$ cat src/rtl/root_err_pkg.sv
package root_err_pkg;
  typedef enum logic [1:0] {
    SEV_NONE     = 2'b00,
    SEV_COR      = 2'b01,
    SEV_NONFATAL = 2'b10,
    SEV_FATAL    = 2'b11
  } sev_t;

  localparam int ST_COR      = 0;
  localparam int ST_MCOR     = 1;
  localparam int ST_UNC      = 2;
  localparam int ST_MUNC     = 3;
  localparam int ST_FFATAL   = 4;
  localparam int ST_NF       = 5;
  localparam int ST_FATAL    = 6;
  localparam int FLAG_W      = 7;
  localparam int STATUS_W    = 32;
  localparam int CMD_W       = 3;
endpackage

$ cat src/rtl/root_err_status.sv
module root_err_status
  import root_err_pkg::*;
#(
  parameter int SRC_W = 16,
  parameter int VEC_W = 5
) (
  input  logic                  clk,
  input  logic                  rst,
  input  logic                  msg_valid,
  input  logic [1:0]            msg_sev,
  input  logic [SRC_W-1:0]      msg_src,
  input  logic                  sts_clr_we,
  input  logic [STATUS_W-1:0]   sts_clr_data,
  input  logic                  vec_load,
  input  logic [VEC_W-1:0]      vec_in,
  output logic [STATUS_W-1:0]   status_q,
  output logic [STATUS_W-1:0]   status_d,
  output logic [2*SRC_W-1:0]    src_q
);
  localparam int VEC_LO = STATUS_W - VEC_W;

  logic [2*SRC_W-1:0] src_d;
  logic is_cor, is_unc, is_fatal;

  always_comb begin
    is_cor   = msg_valid && (msg_sev == SEV_COR);
    is_unc   = msg_valid && msg_sev[1];
    is_fatal = msg_valid && (msg_sev == SEV_FATAL);
    status_d = status_q;
    src_d    = src_q;
    if (sts_clr_we)
      status_d[FLAG_W-1:0] = status_q[FLAG_W-1:0] & ~sts_clr_data[FLAG_W-1:0];
    if (vec_load)
      status_d[STATUS_W-1:VEC_LO] = vec_in;
    if (is_cor) begin
      if (status_d[ST_COR]) status_d[ST_MCOR] = 1'b1;
      else                  src_d[SRC_W-1:0] = msg_src;
      status_d[ST_COR] = 1'b1;
    end
    if (is_unc) begin
      if (status_d[ST_UNC]) status_d[ST_MUNC] = 1'b1;
      else begin
        src_d[2*SRC_W-1:SRC_W] = msg_src;
        if (is_fatal) status_d[ST_FFATAL] = 1'b1;
      end
      status_d[ST_UNC] = 1'b1;
      if (is_fatal) status_d[ST_FATAL] = 1'b1;
      else          status_d[ST_NF]    = 1'b1;
    end
  end

  always_ff @(posedge clk) begin
    if (rst) begin
      status_q <= '0;
      src_q    <= '0;
    end else begin
      status_q <= status_d;
      src_q    <= src_d;
    end
  end
endmodule

$ cat src/rtl/root_err_irq.sv
module root_err_irq
  import root_err_pkg::*;
#(
  parameter int VEC_W = 5
) (
  input  logic                clk,
  input  logic                rst,
  input  logic                cmd_we,
  input  logic [CMD_W-1:0]    cmd_wdata,
  input  logic                msgint_en,
  input  logic [STATUS_W-1:0] status_q,
  input  logic [STATUS_W-1:0] status_d,
  output logic [CMD_W-1:0]    cmd_q,
  output logic                irq_level,
  output logic                msi_req,
  output logic [VEC_W-1:0]    msi_vec
);
  localparam int VEC_LO = STATUS_W - VEC_W;

  logic [CMD_W-1:0] cmd_d;
  logic cond_now, cond_next;

  function automatic logic cond_of(input logic [CMD_W-1:0] c,
                                   input logic [STATUS_W-1:0] s);
    return (c[0] & s[ST_COR]) | (c[1] & s[ST_NF]) | (c[2] & s[ST_FATAL]);
  endfunction

  always_comb begin
    cmd_d     = cmd_we ? cmd_wdata : cmd_q;
    cond_now  = cond_of(cmd_q, status_q);
    cond_next = cond_of(cmd_d, status_d);
  end

  always_ff @(posedge clk) begin
    if (rst) begin
      cmd_q     <= '0;
      irq_level <= 1'b0;
      msi_req   <= 1'b0;
      msi_vec   <= '0;
    end else begin
      cmd_q     <= cmd_d;
      irq_level <= !msgint_en && cond_next;
      msi_req   <= msgint_en && cond_next && !cond_now;
      msi_vec   <= status_d[STATUS_W-1:VEC_LO];
    end
  end
endmodule

$ cat src/rtl/root_err_collector.sv
module root_err_collector
  import root_err_pkg::*;
#(
  parameter int SRC_W = 16,
  parameter int VEC_W = 5
) (
  input  logic               clk,
  input  logic               rst,
  input  logic               msg_valid,
  input  logic [1:0]         msg_sev,
  input  logic [SRC_W-1:0]   msg_src,
  input  logic               sts_clr_we,
  input  logic [31:0]        sts_clr_data,
  input  logic               cmd_we,
  input  logic [2:0]         cmd_wdata,
  input  logic               msgint_en,
  input  logic               vec_load,
  input  logic [VEC_W-1:0]   vec_in,
  output logic [31:0]        root_status,
  output logic [2*SRC_W-1:0] err_src,
  output logic [2:0]         root_cmd,
  output logic               irq_level,
  output logic               msi_req,
  output logic [VEC_W-1:0]   msi_vec
);
  logic [STATUS_W-1:0] status_d;

  root_err_status #(.SRC_W(SRC_W), .VEC_W(VEC_W)) u_status (
    .clk(clk), .rst(rst),
    .msg_valid(msg_valid), .msg_sev(msg_sev), .msg_src(msg_src),
    .sts_clr_we(sts_clr_we), .sts_clr_data(sts_clr_data),
    .vec_load(vec_load), .vec_in(vec_in),
    .status_q(root_status), .status_d(status_d), .src_q(err_src)
  );

  root_err_irq #(.VEC_W(VEC_W)) u_irq (
    .clk(clk), .rst(rst),
    .cmd_we(cmd_we), .cmd_wdata(cmd_wdata), .msgint_en(msgint_en),
    .status_q(root_status), .status_d(status_d),
    .cmd_q(root_cmd), .irq_level(irq_level),
    .msi_req(msi_req), .msi_vec(msi_vec)
  );
endmodule

$ cat config.mk
export PLATFORM = sky130hd
export DESIGN_NAME = root_err_collector
export DESIGN_NICKNAME = d
export VERILOG_FILES = /design/src/rtl/root_err_pkg.sv /design/src/rtl/root_err_status.sv /design/src/rtl/root_err_irq.sv /design/src/rtl/root_err_collector.sv
export SDC_FILE = /design/constraint.sdc
export NUM_CORES = 1
export LEC_CHECK = 0
export BUFFER_PORTS_ARGS = -buffer_cell sky130_fd_sc_hd__buf_2
export CORE_MARGIN = 2
export CORE_UTILIZATION = 30
export DETAILED_ROUTE_END_ITERATION = 12
export GPL_TIMING_DRIVEN = 0
export PLACE_DENSITY = 0.63
export SLEW_MARGIN = 20
export SYNTH_ARGS = -nofsm -noshare
export SYNTH_HDL_FRONTEND = slang
export SYNTH_HIERARCHICAL = 1
export SYNTH_SLANG_ARGS = --single-unit
$ cat constraint.sdc
create_clock -name clk -period 2 [get_ports clk]
set_input_delay 0.2 -clock clk [delete_from_list [all_inputs] [get_ports clk]]
set_output_delay 0.2 -clock clk [all_outputs]
set_load 0.02 [all_outputs]
### Yosys cells after proc, flatten, opt, wreduce, memory -nomap -nowiden

Cells that the tools add are included.

| operators by class | value |
|---|---|
| equality and inequality tests | 2 |
| mux-type cells | 11 |
| bitwise logic cells | 14 |
| reductions and logical operators | 10 |

Operators by type and width:

| kind | count |
|---|---|
| 2-to-1 mux 5 bit | 2 |
| AND 7 bit | 1 |
| 2-to-1 mux 7 bit | 1 |
| inverter 7 bit | 1 |
| AND 1 bit | 6 |
| logical AND 1 bit | 6 |
| 2-to-1 mux 1 bit | 6 |
| OR 1 bit | 4 |
| AND reduction 2 bit | 2 |
| 2-to-1 mux 3 bit | 1 |
| equality test 2 x 1 -> 1 bit, second input constant | 1 |
| equality test 2 bit, second input constant | 1 |
| logical NOT 1 bit | 2 |
| 2-to-1 mux 2 bit | 1 |
| inverter 1 bit | 2 |

| storage, ports and cells | value |
|---|---|
| bits in registers | 54 |
| logic and storage cells | 44 |

### Depth between registers and ports, before layout

Gate-level depths: netlist of run 1.

| depth | value |
|---|---|
| depth in word-level cells | 11 |
| mapped depth | 6 |

### Cells and area by module

Netlist of run 1, hierarchy kept.

Modules (own cells, without submodules):

| module | instances | cells each | area an instance (um^2) |
|---|---|---|---|
| root_err_status | 1 | 233 | 2179.6 |
| root_err_irq | 1 | 27 | 326.6 |

### Worst setup path after synthesis of run 1

Ideal clock, no wire load.

| timing | value |
|---|---|
| kind | register to register |
| start | reg u_status.status_q[0] |
| end | reg u_irq.msi_req |
| setup time | 0.129 ns |
| data arrival time | 1.191 ns |
| path slack | 0.680 ns |
| stages on the path, launching flop included | 5 |
| path buffers | 0 |
| path through | dfxtp_1 a21boi_4 or2_2 a222oi_1 nor2_1 |

| between the ends | value |
|---|---|
| cells in the longest elaborated chain, start to end | 8 |

RTL lines:

| what | RTL line | RTL |
|---|---|---|
| start: declaration | root_err_status.sv:16 | `output logic [STATUS_W-1:0] status_q,` |
| start signal: assignment | root_err_status.sv:57 | `status_q <= status_d;` |
| AND 7 bit | root_err_status.sv:32 | `status_d[FLAG_W-1:0] = status_q[FLAG_W-1:0] & ~sts_clr_data[FLAG_W-1:0];` |
| 2-to-1 mux 7 bit * | root_err_status.sv:31 | `if (sts_clr_we)` |
| 2-to-1 mux 2 bit * | root_err_status.sv:35 | `if (is_cor) begin` |
| named net status_d[0] | root_err_collector.sv:26 | `logic [STATUS_W-1:0] status_d;` |
| AND 1 bit * | root_err_irq.sv:25 | `return (c[0] & s[ST_COR]) \| (c[1] & s[ST_NF]) \| (c[2] & s[ST_FATAL]);` |
| OR 1 bit * (2 in a row) | root_err_irq.sv:25 |  |
| logical AND 1 bit * (2 in a row) | root_err_irq.sv:43 | `msi_req <= msgint_en && cond_next && !cond_now;` |
| end signal: assignment | root_err_irq.sv:43 |  |
| end: declaration | root_err_irq.sv:15 | `output logic msi_req,` |

The timed path passes the listed nets; every way through them passes the cells marked *.
A chain may end at the register's enable or synchronous reset.

### Final worst setup path of run 1

Ends and elaborated chain as after synthesis.

==> run metrics, run 1 <==
Post-CTS Setup Repair Bufs=0; Bufs and invs on worst path=0; Finished Cell Area=3080 sq um; R2R Path End=u_irq/msi_req; DRC viols=0; Critical-path top delay cell=a222oi_1; number of global-route vias before repair=1818; Post-DP Area=3010 sq um; CTS clk-pin slew, worst paths=0.09 ns; RePlAce Congestion=0.767; maximum vdd ir drop=0.265 mV; CTS tree=done; clk buf depth=2; DRT Pass-1 Iters=4; largest net degree at the start of global routing=17; Worst path top cell family by delay=compound AO/OA/AOI/OAI gates; 1st-iter DRT viols=32; worst flop-to-flop path startpoint=u_status/status_q[0]; Util after Layout=40.3%; antenna viol nets, final=0; total track usage=12.9%; Hold Crit Depth=2; critical path arrival=1.55 ns; Leakage Power=1.52 nW; WL per Instance=11.9 microns; Critical Path RT=2.18 ns; Total Nets Final=421; share of layout cells above drive strength 1=37.9%; worst min-delay path class=in -> reg; Hold Path End=u_irq/irq_level; crit end category=flip-flop; Via-to-Cell Ratio=4.26; depth of the CTS H-tree=2; Initial Utilization=30.7%; WS Path Type=reg -> reg; IO buf count=92; Crit Path Max Fanout=4; syn avg cell area=9.87 sq um; Final Max Tran Viols=0; Die Wd=92.5 microns; Clock Skews=0.00374 ns; routed wire length=5450 microns; fmax=730 MHz; root buf cell=clkbuf_8; crit path cell chain=a21boi_4 > or2_2 > a222oi_1 > nor2_1; Num CTS Buffers=5; dpl hpwl=4200 microns; Sum Neg Setup Slack=0 ns; initial antenna violation count=0; crit path time final=1.37 ns; Syn Inst Count=238; Layout Area Growth over Synthesis=31.3%; n_diodes=0; CTS Hold Bufs=0; Ports=139; Rows=32; YS warnings=6; DR vias=1953; outcome=complete, no violations; gr ovfl total=0; Synth Cell Area=2350 sq um; final hold vios=0; RSZ-0062 raised after global routing=false; crit path launch type=flip-flop; Clk Latency, worst-skew pair=0.29 ns; Final setup viols=0; path depth of the worst reg2reg path=4; fin crit share=68.5%; clk sink count=54; max cap viols=0; power per cell area=679 nW/um^2; Hold Startpoint=msgint_en; Largest stage delay, worst path=0.36 ns; Reg2Reg Setup Slack=0.63 ns; post-CTS sizing=0; FILL cells=801; global-route wire length before repair=8770 microns; Die Ht=92.5 microns; Core Footprint=7650 sq um; area of the die=8550 sq um
==> state kept, by name (all words and copies together) (netlist names) <==
register / count
u_status/src_q: 32
u_irq/msi_req: 1
u_irq/irq_level: 1
u_irq/msi_vec: 5
u_irq/cmd_q: 3
u_status/status_q: 12
==> cell type report <==
| cell class | instances | area [sq um] | area share (%) |
|---|---|---|---|
| plain buffers | 32 | 215 | 6.98 |
| clock buffers | 7 | 76.3 | 2.47 |
| inverters | 1 | 3.75 | 0.122 |
| multi-input cells | 170 | 1120 | 36.3 |
| flip-flops and latches | 54 | 1080 | 35.1 |
| well taps | 102 | 128 | 4.14 |
| repair buffers | 92 | 460 | 14.9 |
==> power breakdown <==
part,switching (mW),internal (mW)
registers,0.0222,1.12
logic,0.222,0.167
clock network,0.319,0.242
==> worst max-delay path by stage <==
stage,slack [ns],cells past startpoint,startpoint,to
after floorplan,0.68,4,u_status/status_q[0],u_irq/msi_req
after global placement,0.41,6,msg_valid,u_irq/msi_req
after detailed placement,0.42,6,msg_valid,u_irq/msi_req
after CTS,0.61,4,u_status/status_q[0],u_irq/msi_req
after global routing,0.55,4,u_status/status_q[0],u_irq/msi_req
final,0.63,4,u_status/status_q[0],u_irq/msi_req
==> per-layer routing <==
metal	wire [microns]	global-route usage, %
met5	0	0
met4	22	2.61
met3	504	4.23
met2	2490	21.2
met1	2440	16.6
==> per-stage QoR <==
step / power (mW) / hold slack [ns] / cells / setup slack, ns
6_report: 2.10 / 0.0754 / 458 / 0.630
5_1_grt: 2.22 / 0.0557 / 458 / 0.555
4_1_cts: 2.14 / 0.0601 / 458 / 0.613
3_5_place_dp: 1.56 / 0.393 / 451 / 0.423
3_3_place_gp: 1.56 / 0.389 / 451 / 0.408
2_1_floorplan: 1.43 / 0.272 / 257 / 0.680
==> cell usage in the layout (no fill, tap or decap), drive strengths merged, types with 2 or more instances in the layout <==
master / instances
buf: 116
dfxtp: 54
nor2b: 34
nand2b: 33
o21ai: 32
conb: 20
mux2i: 16
clkbuf: 15
mux2: 8
nand2: 7
a21boi: 3
nor2: 2
a21oi: 2
nand3: 2
Note: power is estimated with default switching activity, not from simulation.
==> run 2, diff against run 1 <==
--- a/config.mk
+++ b/config.mk
@@ -10,7 +10,7 @@
 export CORE_UTILIZATION = 30
 export DETAILED_ROUTE_END_ITERATION = 12
 export GPL_TIMING_DRIVEN = 0
-export PLACE_DENSITY = 0.63
+export PLACE_DENSITY = 0.65
 export SLEW_MARGIN = 20
 export SYNTH_ARGS = -nofsm -noshare
 export SYNTH_HDL_FRONTEND = slang
==> constraint.sdc (replaced) <==
create_clock -name clk -period 1.2 [get_ports clk]
set_input_delay 0.12 -clock clk [delete_from_list [all_inputs] [get_ports clk]]
set_output_delay 0.12 -clock clk [all_outputs]
set_load 0.02 [all_outputs]
==> run 2 against run 1 <==
  * The run now ends with setup timing left
  * Sequential share of layout area fell by 0.93 points
  * Routed wire length rose by 1.5%
  * Die area did not move
  * Register-to-register slack got worse by 0.70 ns
  * Largest cell class unchanged
==> run metrics, run 2 (synthesis gave the netlist of run 1 again) <==
crit end category=flip-flop; Top Registers=u_status/src_q x32, u_status/status_q x12, u_irq/msi_vec x5; Layout Area Growth over Synthesis=35.5%; failing checks=setup timing; Core Footprint=7650 sq um (unchanged); Die Wd=92.5 microns (unchanged); WS Path Type=reg -> reg; Num CTS Buffers=5 (unchanged); fin crit share=106% (+37 points); crit path launch type=flip-flop; Critical-path top delay cell=a222oi_1; critical path arrival=1.45 ns (-0.10 ns); fmax=789 MHz (+8.0%); routed wire length=5530 microns (+1.5%); placed insts=451 (unchanged); Final Max Tran Viols=0 (unchanged); Sum Neg Setup Slack=-0.112 ns (-0.112 ns); 1st-iter DRT viols=54 (+69%); Via-to-Cell Ratio=4.19 (-1.7%); CTS tree=done; worst min-delay path class=in -> reg; DRT Pass-1 Iters=6 (+2); initial antenna violation count=0 (unchanged); outcome=finished, violations left; RSZ-0062 raised after global routing=true; combinational share of power=18.9% (+0.4 points); most frequent cells in the layout=buf_2, dfxtp_1, nor2b_1, nand2b_1, o21ai_0; crit path cell chain=mux2_4 > a222oi_1 > buf_4 > nor3_1; total track usage=13.0% (+0.083 points); final hold vios=0 (unchanged); antenna viol nets, final=0 (unchanged); root buf cell=clkbuf_8; Ports=139 (unchanged); IO buf count=92 (unchanged); Post-DP Area=3020 sq um (+0.25%); maximum vdd ir drop=0.373 mV (+41%); Largest Register=u_status/src_q; Worst path top cell family by delay=compound AO/OA/AOI/OAI gates; FILL cells=788 (-1.6%); gr ovfl total=0 (unchanged); commonest non-fill, non-tap cell in the layout=buf_2; Finished Cell Area=3180 sq um (+3.2%); Critical Path RT=1.38 ns (-0.80 ns); Largest register FFs=32 (unchanged); Largest stage delay, worst path=0.34 ns (-0.02 ns); RePlAce Congestion=0.750 (-2.2%); area of the die=8550 sq um (unchanged); number of global-route vias before repair=1842 (+1.3%); Bufs and invs on worst path=1 (+1); power per cell area=1130 nW/um^2 (+67%); Final Worst Setup Slack=-0.0680 ns (-0.698 ns); Reg power frac=53.0% (-1.7 points); n_diodes=0 (unchanged); WL per Instance=11.9 microns (+0.19%); Rows=32 (unchanged); DRC viols=0 (unchanged); Initial Utilization=30.7% (unchanged); sw frac=26.7% (-0.15 points); DR vias=1945 (-0.41%); clk buf depth=2 (unchanged); dpl hpwl=4180 microns (-0.61%); largest net degree at the start of global routing=18 (+1); internal cell power=2.64 mW (+72%); non-filler cells, final=464 (+1.3%); Total Nets Final=426 (+1.2%); Leakage Power=1.57 nW (+3.0%); Clk Latency, worst-skew pair=0.30 ns (about the same); CTS clk-pin slew, worst paths=0.09 ns (about the same); max cap viols=0 (unchanged); Clock Power Share=28.2% (+1.4 points); global-route wire length before repair=8850 microns (+0.95%); depth of the CTS H-tree=2 (unchanged); share of layout cells above drive strength 1=40.1% (+2.1 points); clk sink count=54 (unchanged); Die Ht=92.5 microns (unchanged); Crit Path Max Fanout=2 (-2); Clock Skews=0.00710 ns (+0.00336 ns); Psw=962 uW (+71%); Final setup viols=2 (+2); crit path time final=1.27 ns (-0.102 ns)
==> run 2: final cells by class <==
type / count / area, sq um / area share [%]
multi-input combinational: 170 / 1140 / 35.7
timing repair buffer: 98 / 520 / 16.4
sequential: 54 / 1090 / 34.1
inverter: 1 / 3.75 / 0.118
buffer: 31 / 218 / 6.84
tap: 102 / 128 / 4.01
clock inverter: 1 / 5.00 / 0.157
clock buffer: 7 / 86.3 / 2.71
==> run 2: final timing paths <==
kind                                      startpoint              endpoint  slack (ns)  cells past startpoint
worst max-delay path                  u_irq/cmd_q[1]       u_irq/irq_level       -0.07                      4
worst min register to register  u_status/status_q[3]  u_status/status_q[3]        0.46                      2
worst max register to register        u_irq/cmd_q[1]       u_irq/irq_level       -0.07                      4
worst min-delay path                     msg_src[13]    u_status/src_q[13]        0.09                      3
==> run 2: power groups by stage <==
stage                     sequential (mW)  combinational [mW]  clock (mW)
final                                1.91               0.679        1.01
after global routing                 1.92               0.743        1.16
after CTS                            1.91               0.669        1.08
after detailed placement             1.95               0.655           0
after global placement               1.95               0.648           0
after floorplan                      2.05               0.329           0
==> run 2: repair_timing <==
action | 4_1_cts | 5_1_grt
endpoints found under the setup margin | 15 | 17
pin swaps | 1 | 1
buffers inserted | 3 | 2
hold buffers | 1 | 0
resized for setup | 1 | 3
endpoints found under the hold margin | 1 | 0
==> run 2: per-layer routing <==
layer  up-vias  global-route usage, %  wire length [microns]
met3         5                   4.39                    503
met1       863                   16.2                   2450
li1        995                      -                      -
met2        82                   21.6                   2540
met4         0                   2.99                     44
met5         -                      0                      0
==> run 2: stage by stage <==
stage	hold slack [ns]	utilization [%]	setup WS, ns	power [mW]
final	0.0862	41.6	-0.0680	3.60
after CTS	0.0759	41.0	-0.0687	3.65
after global placement	0.310	39.4	-0.322	2.60
after global routing	0.0836	41.6	-0.112	3.82
after detailed placement	0.312	39.4	-0.340	2.61
after floorplan	0.184	-	0.0100	2.38
==> run 2: worst register-to-register path: stages (launching register included) <==
cell      delay, ns
dfxtp_2        0.33
mux2_4         0.27
a222oi_1       0.34
buf_4          0.18
nor3_1         0.04
